===== src/rtl/wdf_pkg.sv =====
package wdf_pkg;
  typedef enum logic [1:0] {
    ST_NORMAL   = 2'd0,
    ST_FALLBACK = 2'd1,
    ST_STRAP    = 2'd2
  } stage_t;
endpackage


===== src/rtl/wdf_prescale.sv =====
module wdf_prescale #(
  parameter int CLK_HZ = 100_000_000
) (
  input  logic clk,
  input  logic por_n,
  input  logic clr,
  output logic tick
);
  localparam int CW = (CLK_HZ > 1) ? $clog2(CLK_HZ) : 1;
  localparam logic [CW-1:0] LAST = CW'(CLK_HZ - 1);

  logic [CW-1:0] cnt;

  assign tick = (cnt == LAST);

  always_ff @(posedge clk or negedge por_n) begin
    if (!por_n)       cnt <= '0;
    else if (clr)     cnt <= '0;
    else if (tick)    cnt <= '0;
    else              cnt <= cnt + 1'b1;
  end

  a_r2_count_bound: assert property (@(posedge clk) disable iff (!por_n)
    cnt <= LAST);
endmodule


===== src/rtl/wdf_timer.sv =====
module wdf_timer #(
  parameter int CLK_HZ = 100_000_000,
  parameter int IVL_W  = 6
) (
  input  logic             clk,
  input  logic             por_n,
  input  logic             en_wr,
  input  logic             en_val,
  input  logic [IVL_W-1:0] ivl_sec,
  input  logic             tick,
  output logic             arm_evt,
  output logic             expire,
  output logic             active,
  output logic             sys_rst_n
);
  localparam int HALF = (CLK_HZ / 2 > 0) ? CLK_HZ / 2 : 1;
  localparam int PW   = $clog2(HALF + 1);
  localparam logic [PW-1:0] HALF_V = PW'(HALF);

  logic [IVL_W-1:0] secs;
  logic [IVL_W:0]   next_secs;
  logic [PW-1:0]    pcnt;
  logic             in_pulse;

  assign in_pulse  = (pcnt != '0);
  assign arm_evt   = en_wr && en_val && !active && !in_pulse;
  assign next_secs = {1'b0, secs} + 1'b1;
  assign expire    = active && tick && (next_secs >= {1'b0, ivl_sec});
  assign sys_rst_n = !in_pulse;

  always_ff @(posedge clk or negedge por_n) begin
    if (!por_n) begin
      active <= 1'b0;
      pcnt   <= '0;
    end else if (expire) begin
      active <= 1'b0;
      pcnt   <= HALF_V;
    end else begin
      if (in_pulse)
        pcnt <= pcnt - 1'b1;
      else if (en_wr)
        active <= en_val;
    end
  end

  always_ff @(posedge clk or negedge por_n) begin
    if (!por_n)              secs <= '0;
    else if (arm_evt)        secs <= '0;
    else if (active && tick) secs <= next_secs[IVL_W-1:0];
  end

  a_r5_pulse_bound: assert property (@(posedge clk) disable iff (!por_n)
    pcnt <= HALF_V);
  a_r6_idle_in_pulse: assert property (@(posedge clk) disable iff (!por_n)
    !sys_rst_n |-> !active);
  a_r5_fall_from_armed: assert property (@(posedge clk) disable iff (!por_n)
    $fell(sys_rst_n) |-> $past(active));
  a_r4_disarm_quiet: assert property (@(posedge clk) disable iff (!por_n)
    (!active && sys_rst_n && !en_wr) |=> sys_rst_n);
endmodule


===== src/rtl/wdf_stage.sv =====
module wdf_stage
  import wdf_pkg::*;
#(
  parameter int CODE_W = 5
) (
  input  logic              clk,
  input  logic              por_n,
  input  logic              arm_evt,
  input  logic              expire,
  input  logic [CODE_W-1:0] target_code,
  input  logic [CODE_W-1:0] fallback_code,
  input  logic [CODE_W-1:0] strap_code,
  output logic [CODE_W-1:0] freq_sel
);
  stage_t stage;
  logic   committed;

  always_ff @(posedge clk or negedge por_n) begin
    if (!por_n) begin
      stage     <= ST_NORMAL;
      committed <= 1'b0;
    end else begin
      if (arm_evt) committed <= 1'b1;
      if (expire) begin
        unique case (stage)
          ST_NORMAL:   stage <= ST_FALLBACK;
          ST_FALLBACK: stage <= ST_STRAP;
          default:     stage <= ST_STRAP;
        endcase
      end
    end
  end

  always_comb begin
    unique case (stage)
      ST_NORMAL:   freq_sel = committed ? target_code : strap_code;
      ST_FALLBACK: freq_sel = fallback_code;
      default:     freq_sel = strap_code;
    endcase
  end

  a_r9_strap_sticky: assert property (@(posedge clk) disable iff (!por_n)
    (stage == ST_STRAP) |=> (stage == ST_STRAP));
  a_r8_first_step: assert property (@(posedge clk) disable iff (!por_n)
    (expire && stage == ST_NORMAL) |=> (stage == ST_FALLBACK));
  a_r9_second_step: assert property (@(posedge clk) disable iff (!por_n)
    (expire && stage == ST_FALLBACK) |=> (stage == ST_STRAP));
  a_r7_commit_sticky: assert property (@(posedge clk) disable iff (!por_n)
    committed |=> committed);
endmodule


===== src/rtl/wdf_supervisor.sv =====
module wdf_supervisor #(
  parameter int CLK_HZ = 100_000_000,
  parameter int IVL_W  = 6,
  parameter int CODE_W = 5
) (
  input  logic              clk,
  input  logic              por_n,
  input  logic              en_wr,
  input  logic              en_val,
  input  logic [IVL_W-1:0]  ivl_sec,
  input  logic [CODE_W-1:0] target_code,
  input  logic [CODE_W-1:0] fallback_code,
  input  logic [CODE_W-1:0] strap_code,
  output logic              sys_rst_n,
  output logic [CODE_W-1:0] freq_sel,
  output logic              wd_active
);
  logic tick;
  logic arm_evt;
  logic expire;

  wdf_prescale #(.CLK_HZ(CLK_HZ)) u_presc (
    .clk   (clk),
    .por_n (por_n),
    .clr   (arm_evt),
    .tick  (tick)
  );

  wdf_timer #(.CLK_HZ(CLK_HZ), .IVL_W(IVL_W)) u_timer (
    .clk       (clk),
    .por_n     (por_n),
    .en_wr     (en_wr),
    .en_val    (en_val),
    .ivl_sec   (ivl_sec),
    .tick      (tick),
    .arm_evt   (arm_evt),
    .expire    (expire),
    .active    (wd_active),
    .sys_rst_n (sys_rst_n)
  );

  wdf_stage #(.CODE_W(CODE_W)) u_stage (
    .clk           (clk),
    .por_n         (por_n),
    .arm_evt       (arm_evt),
    .expire        (expire),
    .target_code   (target_code),
    .fallback_code (fallback_code),
    .strap_code    (strap_code),
    .freq_sel      (freq_sel)
  );

  a_r6_clear_on_fall: assert property (@(posedge clk) disable iff (!por_n)
    $fell(sys_rst_n) |-> !wd_active);
endmodule


===== config.mk =====
export PLATFORM = sky130hd
export DESIGN_NAME = wdf_supervisor
export DESIGN_NICKNAME = d
export VERILOG_FILES = /design/src/rtl/wdf_pkg.sv /design/src/rtl/wdf_prescale.sv /design/src/rtl/wdf_timer.sv /design/src/rtl/wdf_stage.sv /design/src/rtl/wdf_supervisor.sv
export SDC_FILE = /design/constraint.sdc
export NUM_CORES = 1
export LEC_CHECK = 0
export ABC_AREA = 1
export CAP_MARGIN = 30
export CORE_UTILIZATION = 33
export CTS_BUF_LIST = sky130_fd_sc_hd__clkbuf_8
export CTS_CLUSTER_SIZE = 16
export DETAILED_ROUTE_END_ITERATION = 7
export GPL_TIMING_DRIVEN = 0
export RECOVER_POWER = 25
export SYNTH_ARGS = -nofsm -noshare
export SYNTH_HDL_FRONTEND = slang
export SYNTH_SLANG_ARGS = --single-unit
export TNS_END_PERCENT = 30

===== constraint.sdc =====
create_clock -name clk -period 3.4 [get_ports clk]
set_input_delay 0.68 -clock clk [delete_from_list [all_inputs] [get_ports clk]]
set_output_delay 0.68 -clock clk [all_outputs]
set_load 0.05 [all_outputs]

## Yosys cells after proc, flatten, opt, wreduce, memory -nomap -nowiden

Cells that the tools add are included.

| storage, ports and cells | value |
|---|---|
| logic and storage cells | 38 |
| output and inout port bits | 7 |
| bits in registers | 63 |

| operators by class | value |
|---|---|
| equal/unequal tests | 3 |
| reductions and logical operators | 13 |
| $lt $le $gt $ge | 1 |
| $add $sub $neg | 3 |
| muxes and demuxes | 12 |

Operators with widths:

| cell | number |
|---|---|
| $mux W27 | 2 |
| $mux W26 | 2 |
| $add A27 B1 Y27 const B | 1 |
| $eq A27 B27 Y1 const B | 1 |
| $reduce_bool A26 Y1 | 1 |
| $sub A26 B1 Y26 const B | 1 |
| $mux W6 | 2 |
| $pmux W5 S2 | 1 |
| $add A6 B1 Y7 const B | 1 |
| $ge A7 B6 Y1 | 1 |
| $reduce_bool A2 Y1 | 3 |
| $logic_and A1 B1 Y1 | 5 |
| $mux W5 | 1 |
| $mux W1 | 3 |
| $eq A2 B1 Y1 const B | 1 |
| $logic_not A1 Y1 | 2 |
| $logic_not A2 Y1 | 1 |
| $mux W2 | 1 |
| $ne A2 B2 Y1 const B | 1 |
| $reduce_and A2 Y1 | 1 |

## Depth between registers and ports, before layout

| depth | value |
|---|---|
| depth in word-level cells | 5 |
| gate-level depth with buffers | 14 |
| depth with buffers taken out | 14 |

## Hierarchy

Synthesis repeated with hierarchy kept, for this count alone.

| second synthesis, totals | value |
|---|---|
| cell total of the unflattened synthesis | 595 |
| area, all modules | 4,210.3 um2 |

Modules (own cells, without submodules):

| module | sequential area each (um2) | cells each | times used | area an instance (um2) |
|---|---|---|---|---|
| wdf_timer | 825.8 | 313 | 1 | 2,227.1 |
| wdf_prescale | 675.6 | 219 | 1 | 1,651.6 |
| wdf_stage | 75.1 | 63 | 1 | 331.6 |

## Worst setup path after synthesis

Ideal clock, no wire load.

| path | value |
|---|---|
| path type | register -> output |
| start | register u_timer.pcnt[0] |
| end | output port sys_rst_n |
| path buffers | 0 |
| cell stages (with the launch flop) | 9 |
| arrival | 2.276 ns |
| path slack | 0.444 ns |
| required time | 2.720 ns |
| cells stage by stage | dfrtp_1 -> inv_1 -> ha_1 -> nand2_1 -> inv_1 -> nand2_1 -> nor2_1 -> nand2_1 -> nor3_1 |

| between the ends | value |
|---|---|
| longest elaborated chain between the ends | 2 |

RTL lines:

| element | line | text |
|---|---|---|
| start, declared | wdf_timer.sv:22 | `logic [PW-1:0] pcnt;` |
| start signal, assigned | wdf_timer.sv:40 | `pcnt <= pcnt - 1'b1;` |
| $reduce_bool A26 Y1 | wdf_timer.sv:25 | `assign in_pulse = (pcnt != '0);` |
| $logic_not A1 Y1 | wdf_timer.sv:29 | `assign sys_rst_n = !in_pulse;` |
| end, declared | wdf_supervisor.sv:14 | `output logic sys_rst_n,` |

No other way between the ends.

## Worst setup path after layout

Same ends and word-level chain as after synthesis.

==> results.yml <==
finish:
  mostFrequentLayoutCells: "nand2_1, nor2_1, inv_1, nand3_1, dfrtp_1"
  fillers: 1307
  finish.net_count: 682
  syn_to_final_growth_pct: 18.17
  drive_gt1_share_pct: 6.585
  layoutNonFillerInstCount: 825
  diodes: 0
  layout_commonest_cell: "nand2_1"
timing:
  clock_skew_ns: 0.01379
  rsz0062_at_grt: "no"
  post-route-min-period_ns: 3.121
  worstMarginPinSlew_ns: 1.579
  fin_tns_setup_ns: 0
  finalHoldViolations: 0
  maxSlewHeadroom_pct: -5.235
  finalCritPeriodShare_pct: 91.80
  slew_viol_final: 64
  timing.fmax_mhz: 320.4
  setup_violations: 0
yosys:
  synth-compound-area-share_pct: 4.513
  synthCells: 606
  synth_xor_area_share_pct: 5.988
  yosys.area_share.simple_pct: 39.62
  synth.area.mux_share_pct: 0
  synth_area_mm2: 0.004242
  ys_async_sr_fraction_pct: 100.0
  yosys.area_share.adder_pct: 2.655
  syn_area_per_cell_um2: 6.999
  yosysUniqueCellTypes: 33
  synth_ff_type: "dfrtp_1"
  synth_top_family_by_area: "simple AND/OR/NAND/NOR gates"
  ys_seq_elements: 63
  syn_nets: 640
  synth_enable_flop_cells: 0
  yosysSeqAreaShare_pct: 37.17
  ys_warn_count: 0
global_route:
  grtUsageTotal_pct: 17.14
  grt_max_degree: 64
  grt_pass1_wl_um: 17900
  grt_overflow_total: 0
  grt_pass1_vias: 3807
  antenna_found_initial: 0
worst_setup_path:
  worstSetupEndpointType: "primary output"
  required_ns: 2.72
  critPathLaunchType: "flip-flop"
  cp_slowest_cell: "dfrtp_1"
  crit_type: "flip-flop to primary output"
  cp.arrival_ns: 2.44
  crit_path_frequent_cell: "nand2_1"
  worstPathMaxFanout: 4
  path_cells: "inv_1 -> ha_1 -> nand2_1 -> inv_1 -> nand2_1 -> nor2_1 -> nand2_1 -> nor3_1 -> clkbuf_2"
  slowest_delay_ns: 0.40
floorplan:
  dieArea_mm2: 0.01331
  die_h_um: 115.4
  fp.coreArea_mm2: 0.01257
  initial_core_util_pct: 33.75
  io_pins: 32
  die_x_um: 115.4
  rows: 41
clocking:
  cts-root-buf: "clkbuf_8"
  clockBufferDepth: 2
  htree_levels: 3
  numCtsBuffers: 9
  clk_pin_slew_ns: 0.07
  post_cts_buffers: 0
  clkSinkCount: 63
  clk_latency_ns: 0.35
  tritoncts: "yes"
route:
  totalWireLength_um: 10350
  drcViolationCount: 0
  viasPerCell: 4.778
  vias: 3942
  drt-wirelength-per-cell_um: 12.54
  drtIter0Drc: 312
  ant_nets: 0
  first_pass_iters: 5
flow_run:
  maxCapViolCount: 1
min_path:
  hold_class: "flip-flop to flip-flop"
power:
  p_per_area_mw_per_mm2: 330.7
  total_power_w: 0.001658
  leakage_nw: 2.499
  ir_worst_vdd_mv: 0.1917
placement:
  dpl.hpwl_um: 7727
  finalWeightedCongestion: 0.9065
  numPortBuffers: 31
  place_inst: 809
status:
  status: "finished with violations"
  violations: "max-capacitance violations, max-slew violations"
[sequential cells by signal, indices dropped and copies added, names as in the netlist]
| register | flops |
|---|---|
| u_presc.cnt | 27 |
| u_timer.pcnt | 26 |
| u_timer.secs | 6 |
| u_stage.stage | 2 |
| u_stage.committed | 1 |
| u_timer.active | 1 |
[per-layer routing]
metal	GRT usage, %	routed length (µm)	share of wire, %	vias up
met3	3.532	395	3.8	22
met2	27.94	4961	48	88
met1	22.27	4779	46	1834
met4	6.580	209	2.0	0
li1	-	-	-	1998
met5	0	0	0	-
[cells by family (layout without fill, tap and decap cells)]
group,count (synthesis),count (layout)
buffers and inverters,103,150
DFF,63,63
xor gates and xnor gates,29,29
and+or+nand+nor,369,369
adders and majority gates,9,9
AOI/OAI and AO/OA,33,33
[path summary, 6_finish.rpt]
kind	startpoint	endpoint	slack (ns)	depth (start not counted)
worst max-delay path	u_timer.pcnt[0]$_DFFE_PN0P_	sys_rst_n	0.28	9
worst min-delay path	u_presc.cnt[0]$_DFF_PN0_	u_presc.cnt[0]$_DFF_PN0_	0.49	1
worst max register to register	u_timer.secs[0]$_DFFE_PN0P_	u_timer.pcnt[6]$_DFFE_PN0P_	1.14	14
worst min register to register	u_presc.cnt[0]$_DFF_PN0_	u_presc.cnt[0]$_DFF_PN0_	0.49	1
max in group asynchronous	por_n	u_presc.cnt[10]$_DFF_PN0_	1.73	1
min in group asynchronous	por_n	u_presc.cnt[3]$_DFF_PN0_	0.72	1
[report_power, final]
| group | leakage (nW) | switching, W | total (W) | internal, W |
|---|---|---|---|---|
| combinational | 1.59 | 0.0000381 | 0.0000720 | 0.0000339 |
| sequential | 0.777 | 0.000000486 | 0.000750 | 0.000749 |
| clock | 0.130 | 0.000309 | 0.000836 | 0.000527 |
[final cells by class]
cell class	instances	area [µm²]	area share [%]
clock inverter	5	103.9	2.072
timing repair buffer	31	300.3	5.991
buffer	9	72.57	1.448
clock buffer	11	151.4	3.020
multi-input combinational	440	2238	44.66
sequential	63	1577	31.45
inverter	94	354.1	7.064
tap	172	215.2	4.294
[critical path, delay by kind of cell, from the launching register on]
kind / cells / cell delay (ns)
fa+ha+maj: 1 / 0.24
buf+inv: 3 / 0.57
flops: 1 / 0.40
simple gates: 5 / 0.90
[synthesized netlist by cell type, types with 2 or more instances]
cell type / n / area, µm²
buf_6: 5 / 56.30
o21ai_0: 20 / 100.1
nand2_1: 126 / 473.0
xor2_1: 20 / 175.2
nand3_1: 72 / 360.4
clkbuf_1: 2 / 7.510
a21o_1: 2 / 15.01
xnor2_1: 9 / 78.83
nor2_1: 112 / 420.4
inv_1: 90 / 337.8
nand2_2: 2 / 12.51
inv_2: 3 / 11.26
o211ai_1: 5 / 37.54
a21oi_1: 3 / 15.01
nor2_4: 3 / 33.78
ha_1: 9 / 112.6
nand3b_1: 11 / 82.58
dfrtp_1: 63 / 1577
nor2_2: 2 / 12.51
nor3_1: 16 / 80.08
nand2_4: 3 / 33.78
nand4_1: 17 / 106.4
[through the flow]
| stage | worst slack (ns) | util, % | cell area, µm² | hold slack [ns] |
|---|---|---|---|---|
| 6_report | 0.2787 | 39.88 | 5012 | 0.4943 |
| 5_1_grt | 0.03393 | 39.88 | 5012 | 0.5371 |
| 4_1_cts | 0.007508 | 39.93 | 5019 | 0.4550 |
| 3_5_place_dp | 0.08043 | 37.91 | 4765 | 0.4983 |
| 3_3_place_gp | -0.4800 | 37.93 | 4767 | 0.4709 |
| 2_1_floorplan | 0.4439 | - | 4242 | 0.3844 |
[timing repair]
action                                  in CTS  in global routing
endpoints found under the setup margin       1                  1
hold buffers                                 0                  0
cloned                                       0                  0
resized for setup                            3                  1
No activity file was read; power rests on OpenSTA's default activity.
